`config.mk`:
```
export PLATFORM = sky130hd
export DESIGN_NAME = convctl_mode_decoder
export DESIGN_NICKNAME = d
export VERILOG_FILES = /design/src/rtl/convctl_pkg.sv /design/src/rtl/convctl_decode.sv /design/src/rtl/convctl_timers.sv /design/src/rtl/convctl_mode_decoder.sv
export SDC_FILE = /design/constraint.sdc
export NUM_CORES = 1
export LEC_CHECK = 0
export ABC_AREA = 0
export CORE_MARGIN = 3
export CORE_UTILIZATION = 55
export DETAILED_ROUTE_END_ITERATION = 8
export DONT_BUFFER_PORTS = 1
export GPL_ROUTABILITY_DRIVEN = 0
export GPL_TIMING_DRIVEN = 0
export HOLD_SLACK_MARGIN = 0.12
export PLACE_DENSITY = 0.73
export SETUP_SLACK_MARGIN = 0.05
export SYNTH_ARGS = -nofsm -noshare
export SYNTH_HDL_FRONTEND = slang
export SYNTH_SLANG_ARGS = --single-unit
```
`constraint.sdc`:
```
create_clock -name clk -period 1.6 [get_ports clk]
set_input_delay 0.32 -clock clk [delete_from_list [all_inputs] [get_ports clk]]
set_output_delay 0.32 -clock clk [all_outputs]
set_load 0.01 [all_outputs]
```
`src/rtl/convctl_pkg.sv`:
```
package convctl_pkg;

  // Strobes from the decoder to the timing datapath, valid in the cycle of the edge
  typedef struct packed {
    logic convStart;  // an accepted conversion start of any kind
    logic useAz;      // that start was a write start with auto-zero
    logic calStart;   // an accepted calibration start
    logic readStrobe; // an accepted read access
  } ctlStrobe_t;

endpackage

```
`src/rtl/convctl_decode.sv`:
```
module convctl_decode
  import convctl_pkg::*;
#(
  parameter int BUS_W = 8
) (
  input  logic             clk,
  input  logic             rstN,
  input  logic             csN,
  input  logic             wrN,
  input  logic             rdN,
  input  logic             shN,
  input  logic             calN,
  input  logic             azN,
  input  logic             calBusy,
  output ctlStrobe_t       strobe,
  output logic             startNoAz,
  output logic             startAz,
  output logic             startSync,
  output logic             readCmd,
  output logic             calStart,
  output logic             testMode,
  output logic [BUS_W-1:0] testDriveEn,
  output logic             busWarn
);

  // Bus bits that become driven outputs in test mode
  localparam logic [BUS_W-1:0] TEST_MASK =
    (BUS_W'(1) << 2) | (BUS_W'(1) << 3) | (BUS_W'(1) << 5) | (BUS_W'(1) << 6);

  logic prevCsN, prevWrN, prevShN;
  logic prevCalCond, prevReadCond;

  logic wrRise, shRise, calCond, calEntry, testEntry;
  logic calReq, startReq, readCond, readReq, azReq, syncReq;

  always_comb begin
    wrRise    = !prevCsN && !prevWrN && wrN;
    shRise    = !prevCsN && !prevShN && shN;
    calCond   = !csN && !calN;
    calEntry  = calCond && !prevCalCond;
    testEntry = calEntry && rdN && shN;
    calReq    = calEntry && !(rdN && shN) && !calBusy;
    startReq  = (wrRise || shRise) && !calBusy && !calReq;
    azReq     = startReq && wrRise && !azN;
    syncReq   = startReq && !wrRise;
    readCond  = !csN && !rdN && calN;
    readReq   = readCond && !prevReadCond;

    strobe.convStart  = startReq;
    strobe.useAz      = azReq;
    strobe.calStart   = calReq;
    strobe.readStrobe = readReq;
  end

  always_ff @(posedge clk or negedge rstN) begin
    if (!rstN) begin
      prevCsN      <= 1'b1;
      prevWrN      <= 1'b1;
      prevShN      <= 1'b1;
      prevCalCond  <= 1'b0;
      prevReadCond <= 1'b0;
      startNoAz    <= 1'b0;
      startAz      <= 1'b0;
      startSync    <= 1'b0;
      readCmd      <= 1'b0;
      calStart     <= 1'b0;
      testMode     <= 1'b0;
    end else begin
      prevCsN      <= csN;
      prevWrN      <= wrN;
      prevShN      <= shN;
      prevCalCond  <= calCond;
      prevReadCond <= readCond;
      startNoAz    <= startReq && !azReq && !syncReq;
      startAz      <= azReq;
      startSync    <= syncReq;
      readCmd      <= readReq;
      calStart     <= calReq;
      if (!calCond)       testMode <= 1'b0;
      else if (testEntry) testMode <= 1'b1;
    end
  end

  for (genvar gi = 0; gi < BUS_W; gi++) begin : g_drive
    assign testDriveEn[gi] = testMode && TEST_MASK[gi];
  end

  assign busWarn = testMode && !rdN;

  AST_ONE_COMMAND: assert property (@(posedge clk) disable iff (!rstN)
    $onehot0({startNoAz, startAz, startSync, calStart})) else $error("one command");
  AST_NO_START_BUSY: assert property (@(posedge clk) disable iff (!rstN)
    (startNoAz || startAz || startSync) |-> $past(!calBusy)) else $error("start in cal");
  AST_TEST_NO_CAL: assert property (@(posedge clk) disable iff (!rstN)
    $rose(testMode) |-> !calStart) else $error("cal in test");

endmodule

```
`src/rtl/convctl_timers.sv`:
```
module convctl_timers
  import convctl_pkg::*;
#(
  parameter int CAL_CYCLES  = 1399,
  parameter int RESTART_WIN = 26
) (
  input  logic       clk,
  input  logic       rstN,
  input  ctlStrobe_t strobe,
  input  logic       eoc,
  output logic       calBusy,
  output logic       corrupt,
  output logic       readHigh
);

  localparam int CW = $clog2(CAL_CYCLES + 1);
  localparam int WW = $clog2(RESTART_WIN + 1);

  logic [CW-1:0] calCnt;
  logic [WW-1:0] winCnt;
  logic          bytePtr;
  logic          calDone, restartOk;

  assign calDone   = calBusy && (calCnt == '0) && !strobe.calStart;
  assign restartOk = eoc || (winCnt != '0);

  // Calibration length counter; reset loads one extra count for the power-up run
  always_ff @(posedge clk or negedge rstN) begin
    if (!rstN) begin
      calBusy <= 1'b1;
      calCnt  <= CW'(CAL_CYCLES);
    end else if (strobe.calStart) begin
      calBusy <= 1'b1;
      calCnt  <= CW'(CAL_CYCLES - 1);
    end else if (calBusy) begin
      if (calCnt == '0) calBusy <= 1'b0;
      else              calCnt  <= calCnt - CW'(1);
    end
  end

  // Restart window after an auto-zero write start
  always_ff @(posedge clk or negedge rstN) begin
    if (!rstN)                  winCnt <= '0;
    else if (strobe.convStart)  winCnt <= strobe.useAz ? WW'(RESTART_WIN) : '0;
    else if (winCnt != '0)      winCnt <= winCnt - WW'(1);
  end

  always_ff @(posedge clk or negedge rstN) begin
    if (!rstN)                                 corrupt <= 1'b0;
    else if (calDone)                          corrupt <= 1'b0;
    else if (strobe.convStart && !restartOk)   corrupt <= 1'b1;
  end

  // High byte first after every accepted start
  always_ff @(posedge clk or negedge rstN) begin
    if (!rstN) begin
      bytePtr  <= 1'b1;
      readHigh <= 1'b0;
    end else if (strobe.convStart) begin
      bytePtr  <= 1'b1;
    end else if (strobe.readStrobe) begin
      readHigh <= bytePtr;
      bytePtr  <= !bytePtr;
    end
  end

  AST_CORRUPT_CAUSE: assert property (@(posedge clk) disable iff (!rstN)
    $rose(corrupt) |-> $past(!eoc)) else $error("corrupt without busy converter");
  AST_CLEAR_ON_DONE: assert property (@(posedge clk) disable iff (!rstN)
    $fell(calBusy) |-> !corrupt) else $error("corrupt after cal");

endmodule

```
`src/rtl/convctl_mode_decoder.sv`:
```
module convctl_mode_decoder
  import convctl_pkg::*;
#(
  parameter int BUS_W       = 8,
  parameter int CAL_CYCLES  = 1399,
  parameter int RESTART_WIN = 26
) (
  input  logic             clk,
  input  logic             rstN,
  input  logic             csN,
  input  logic             wrN,
  input  logic             rdN,
  input  logic             shN,
  input  logic             calN,
  input  logic             azN,
  input  logic             eoc,
  output logic             startNoAz,
  output logic             startAz,
  output logic             startSync,
  output logic             readCmd,
  output logic             readHigh,
  output logic             calStart,
  output logic             calBusy,
  output logic             corrupt,
  output logic             testMode,
  output logic [BUS_W-1:0] testDriveEn,
  output logic             busWarn
);

  ctlStrobe_t strobe;

  convctl_decode #(.BUS_W(BUS_W)) u_decode (
    .clk(clk), .rstN(rstN), .csN(csN), .wrN(wrN), .rdN(rdN), .shN(shN),
    .calN(calN), .azN(azN), .calBusy(calBusy), .strobe(strobe),
    .startNoAz(startNoAz), .startAz(startAz), .startSync(startSync),
    .readCmd(readCmd), .calStart(calStart), .testMode(testMode),
    .testDriveEn(testDriveEn), .busWarn(busWarn)
  );

  convctl_timers #(.CAL_CYCLES(CAL_CYCLES), .RESTART_WIN(RESTART_WIN)) u_timers (
    .clk(clk), .rstN(rstN), .strobe(strobe), .eoc(eoc),
    .calBusy(calBusy), .corrupt(corrupt), .readHigh(readHigh)
  );

  AST_CAL_START_BUSY: assert property (@(posedge clk) disable iff (!rstN)
    calStart |-> calBusy) else $error("cal start without busy");

endmodule

```
# Yosys cells after proc, flatten, opt, wreduce, memory -nomap -nowiden
# Index checks and enable logic that the tools add are counted.
# W data, S select, Z words.
# op_classes
add_sub_neg	2
eq_ne	2
mux	15
bitwise	1
n_reduce_logical	52
# op_table
op	count
$mux W11	3
$logic_and A1 B1 Y1	25
$logic_not A1 Y1	17
$mux W5	3
$logic_not A11 Y1	1
$sub A11 B1 Y11 const B	1
$mux W1	9
$reduce_bool A2 Y1	4
$reduce_bool A5 Y1	1
$sub A5 B1 Y5 const B	1
$ne A2 B2 Y1 const B	2
$reduce_and A2 Y1	2
$logic_or A1 B1 Y1	2
$not A1 Y1	1
# word_totals
reg_bits	31
inputBits	9
out_inout_bits	18
word_cells	89

# Logic depth before layout (Yosys ltp)
# depth
word_depth	12
mapped_depth	6
ltp_nobuf	6

# Hierarchy
# A second synthesis with hierarchy kept.
# hier_totals
cells_unflattened	147
area_unflattened_um2	1572.8
# by_module_without_submodules
module	instances	cells_per_inst	area_each_um2	seq_area_each_um2
convctl_timers	1	103	1061.0	513.0
convctl_decode	1	44	511.7	279.0

# Least setup slack after synthesis
# Ideal clock, no wire load.
# synth_timing
path_type	reg-to-reg
start	register u_timers.winCnt[0]
end	register u_timers.winCnt[3]
setup_ns	0.118
arrival_ns	1.566
required_time_ns	1.482
path_slack_ns	-0.084
path_stages_with_launch	6
path_buffers	0
period_less_slack_ns	1.684
cell_sequence	dfrtp_1 > inv_1 > ha_1 > nor4b_1 > nor2_1 > a21o_1
# synth_between
elab_chain_cells	3
elab_cells_between_ends	5
cone_classes	1 x add/sub; 2 x mux; 2 x reduce/logical
# synth_rtl
item	line	rtl
start: declaration	convctl_timers.sv:20	logic [WW-1:0] winCnt;
start signal: assignment	convctl_timers.sv:44	else if (strobe.convStart) winCnt <= strobe.useAz ? WW'(RESTART_WIN) : '0;
start signal: assignment	convctl_timers.sv:45	else if (winCnt != '0) winCnt <= winCnt - WW'(1);
$sub A5 B1 Y5	convctl_timers.sv:45	
$mux W5	convctl_timers.sv:45	
$mux W5	convctl_timers.sv:44	
# Several ways; a longest one is shown, not always the timed one. The select of a mux whose other input is x is not followed.
# A chain may end at the register's enable or synchronous reset.

# Worst setup path after layout
# layout_timing
start	register u_timers.calCnt[8]
end	register u_timers.calCnt[4]
# layout_between
elab_chain_cells	3
# layout_rtl
item	line	rtl
start: declaration	convctl_timers.sv:19	logic [CW-1:0] calCnt;
start signal: assignment	convctl_timers.sv:31	calCnt <= CW'(CAL_CYCLES);
start signal: assignment	convctl_timers.sv:34	calCnt <= CW'(CAL_CYCLES - 1);
start signal: assignment	convctl_timers.sv:37	else calCnt <= calCnt - CW'(1);
$logic_not A11 Y1	convctl_timers.sv:36	if (calCnt == '0) calBusy <= 1'b0;
$ne A2 B2 Y1 (no source line)	--	
$reduce_and A2 Y1 (no source line)	--	
# No other way between the ends.

==> results.py <==
metrics = {
    "critical_path": {
        "worstPathCellList": "or4_4 -> or3_4 -> nand3b_4 -> mux2i_1",
        "cpPeakStageDelay_ns": 0.57,
        "slowest_stage": "or4_4",
        "end_kind": "flip-flop",
        "critical_path_class": "flip-flop to flip-flop",
        "cp_num_buf_inv": 0,
        "worstPathArrival_ns": 2.01,
        "crit_path_start_kind": "flip-flop",
        "critPathTopFamily": "simple AND/OR/NAND/NOR gates",
        "required_ns": 1.86,
        "cp_max_fo": 4,
    },
    "sta": {
        "final.setup.tns_ns": -0.821,
        "setup_violations": 9,
        "clock.fmax_ghz": 0.572,
        "final.min_clock_period_ns": 1.75,
        "rsz0062_at_grt": "true",
        "min_period_over_period_pct": 109,
        "setup_ws_ns": -0.149,
        "hold_viol": 0,
        "finalMaxSlewViolations": 0,
        "finClkSkew_ns": 0.00774,
    },
    "run_status": {
        "violations": "negative setup slack",
        "status": "finished, violations left",
    },
    "logic_synthesis": {
        "yosys_most_used_dff": "dfrtp_1",
        "avgSynthCellArea_sq_um": 10.7,
        "ys_seq_area_share_pct": 54.1,
        "synth_edf_count": 0,
        "ys.warnings.count": 0,
        "synth.cell_area_sq_um": 1460,
        "synth_seq_cells": 31,
        "ys_types": 38,
        "synthCells": 137,
        "async_reset_ff_share_pct": 100,
    },
    "floorplanning": {
        "row_count": 18,
        "core_sq_um": 2500,
        "start_util_pct": 58.6,
        "die_w_um": 57.6,
        "io_pins": 27,
        "dieArea_sq_um": 3320,
        "die_h_um": 57.6,
    },
    "layout": {
        "syn_to_final_growth_pct": 28.2,
        "regArea_sq_um": 792,
        "antenna_cells": 0,
        "fin_nets": 181,
        "drive_gt1_share_pct": 40.0,
        "design_area_sq_um": 1880,
        "final_cell_mix": "buf_4 (22), dfrtp_1 (18), nand2_1 (14), nor2_1 (13), dfstp_2 (13)",
        "fillCellCount": 167,
        "layout_commonest_cell": "buf_4",
        "multi_input_area_sq_um": 714,
    },
    "drt": {
        "num_vias": 1083,
        "first_pass_iters": 4,
        "wirelength_mm": 3.23,
        "drc": 0,
        "ant_nets": 0,
        "wl_per_cell_um": 16.1,
        "routed_via_density": 5.42,
        "drt_iter0_drc": 76,
    },
    "global_routing": {
        "antenna_found_initial": 0,
        "grt_pass1_wl_mm": 5.20,
        "grt_use_total_pct": 21.1,
        "gr-total-overflow": 0,
        "grt_pass1_vias": 1111,
        "grt_max_degree": 32,
    },
    "clocking": {
        "h-tree-depth": 2,
        "clk_path_buf_depth": 2,
        "clkTransAtPathRegs_ns": 0.09,
        "cts_tree": "done",
        "numClockSinks": 31,
        "root_buffer": "clkbuf_4",
        "cts_buffers": 5,
        "clock_latency_ns": 0.33,
    },
    "power_and_ir_drop": {
        "power.leakage_nw": 0.842,
        "p_per_area_nw_per_um2": 970,
        "vdd_drop_max_mv": 1.08,
    },
    "placement": {
        "post-place-ws_ns": -0.222,
        "dp_hpwl_mm": 1.87,
        "placed_area_sq_um": 1540,
        "portBuffers": 0,
    },
    "hold_path": {
        "hold_path.class": "input port to flip-flop",
    },
    "flow_run": {
        "maxCapViolCount": 0,
    },
}
[layout make-up]
type | instances | share of cell area, %
sequential | 31 | 42.2
buffer | 9 | 3.60
clock inverter | 1 | 0.267
tap | 30 | 2.00
multi-input combinational | 94 | 38.1
timing repair buffer | 22 | 10.3
clock buffer | 7 | 2.40
inverter | 6 | 1.20
[repair_timing]
item,4_1_cts,5_1_grt
endpoints found under the hold margin,36,0
setup endpoints to repair,15,20
setup buffers,9,6
gates resized for setup,6,17
pin swaps,8,15
hold buffers,7,0
[registers in the layout, indices dropped and copies added, names as in the netlist]
register,count
u_decode.calStart,1
u_decode.prevCalCond,1
u_decode.prevCsN,1
u_decode.prevReadCond,1
u_decode.prevShN,1
u_decode.prevWrN,1
u_decode.readCmd,1
u_decode.startAz,1
u_decode.startNoAz,1
u_decode.startSync,1
u_decode.testMode,1
u_timers.bytePtr,1
u_timers.calBusy,1
u_timers.calCnt,11
u_timers.corrupt,1
u_timers.readHigh,1
u_timers.winCnt,5
[metrics by stage]
| stage | cells | total power (W) | hold slack, ns | util, % |
|---|---|---|---|---|
| final | 200 | 0.00182 | 0.150 | 75.1 |
| after global placement | 170 | 0.00127 | 0.0252 | 61.8 |
| after global routing | 200 | 0.00194 | 0.129 | 75.1 |
| after detailed placement | 170 | 0.00130 | 0.0253 | 61.8 |
| after floorplan | 140 | 0.00124 | 0.0244 | - |
| after CTS | 194 | 0.00178 | 0.140 | 71.0 |
[power by group]
group / switching, W / internal (W) / total, W
logic: 0.000194 / 0.000219 / 0.000413
registers: 0.0000957 / 0.000887 / 0.000983
clock network: 0.000254 / 0.000171 / 0.000425
[routing by layer]
layer | vias up | track usage [%] | routed length [um]
li1 | 525 | - | -
met1 | 520 | 26.9 | 1360
met2 | 33 | 31.0 | 1640
met3 | 5 | 8.14 | 175
met4 | 0 | 10.9 | 55
met5 | - | 0 | 0
[cells in the mapped netlist, drive strengths merged (3+ instances only)]
library cell,number,area [sq um]
dfstp,13,342
nand2,16,60.1
nand3,4,20.0
inv,6,22.5
dfrtp,18,450
xnor2,3,26.3
o211ai,3,22.5
nor2b,4,25.0
nor2,14,52.6
mux2i,5,50.1
a21oi,4,20.0
o21ai,3,15.0
ha,3,37.5
o31ai,3,27.5
or4,3,26.3
buf,8,60.1
nor3,4,20.0
[path summary, 6_finish.rpt]
path / from / endpoint / slack, ns / cells past startpoint
setup / recovery: u_timers.calCnt[8] / u_timers.calCnt[4] / -0.15 / 4
max in group asynchronous: rstN / u_timers.calCnt[2] / 0.92 / 2
setup reg to reg: u_timers.calCnt[8] / u_timers.calCnt[4] / -0.15 / 4
hold / removal: azN / u_decode.startNoAz / 0.15 / 1
hold reg to reg: u_decode.prevReadCond / u_decode.readCmd / 0.46 / 1
min in group asynchronous: rstN / u_timers.corrupt / 0.43 / 2
[cell families after synthesis]
kind of cell | count (synthesis) | share of synthesized area (%)
AOI/OAI and AO/OA | 18 | 8.55
xor gates and xnor gates | 5 | 2.99
adders and majority gates | 3 | 2.56
buffers and inverters | 15 | 5.90
DFF | 31 | 54.1
muxes | 6 | 4.19
other | 1 | 0.256
and+or+nand+nor | 58 | 21.5
(Power assumes the default switching activity.)
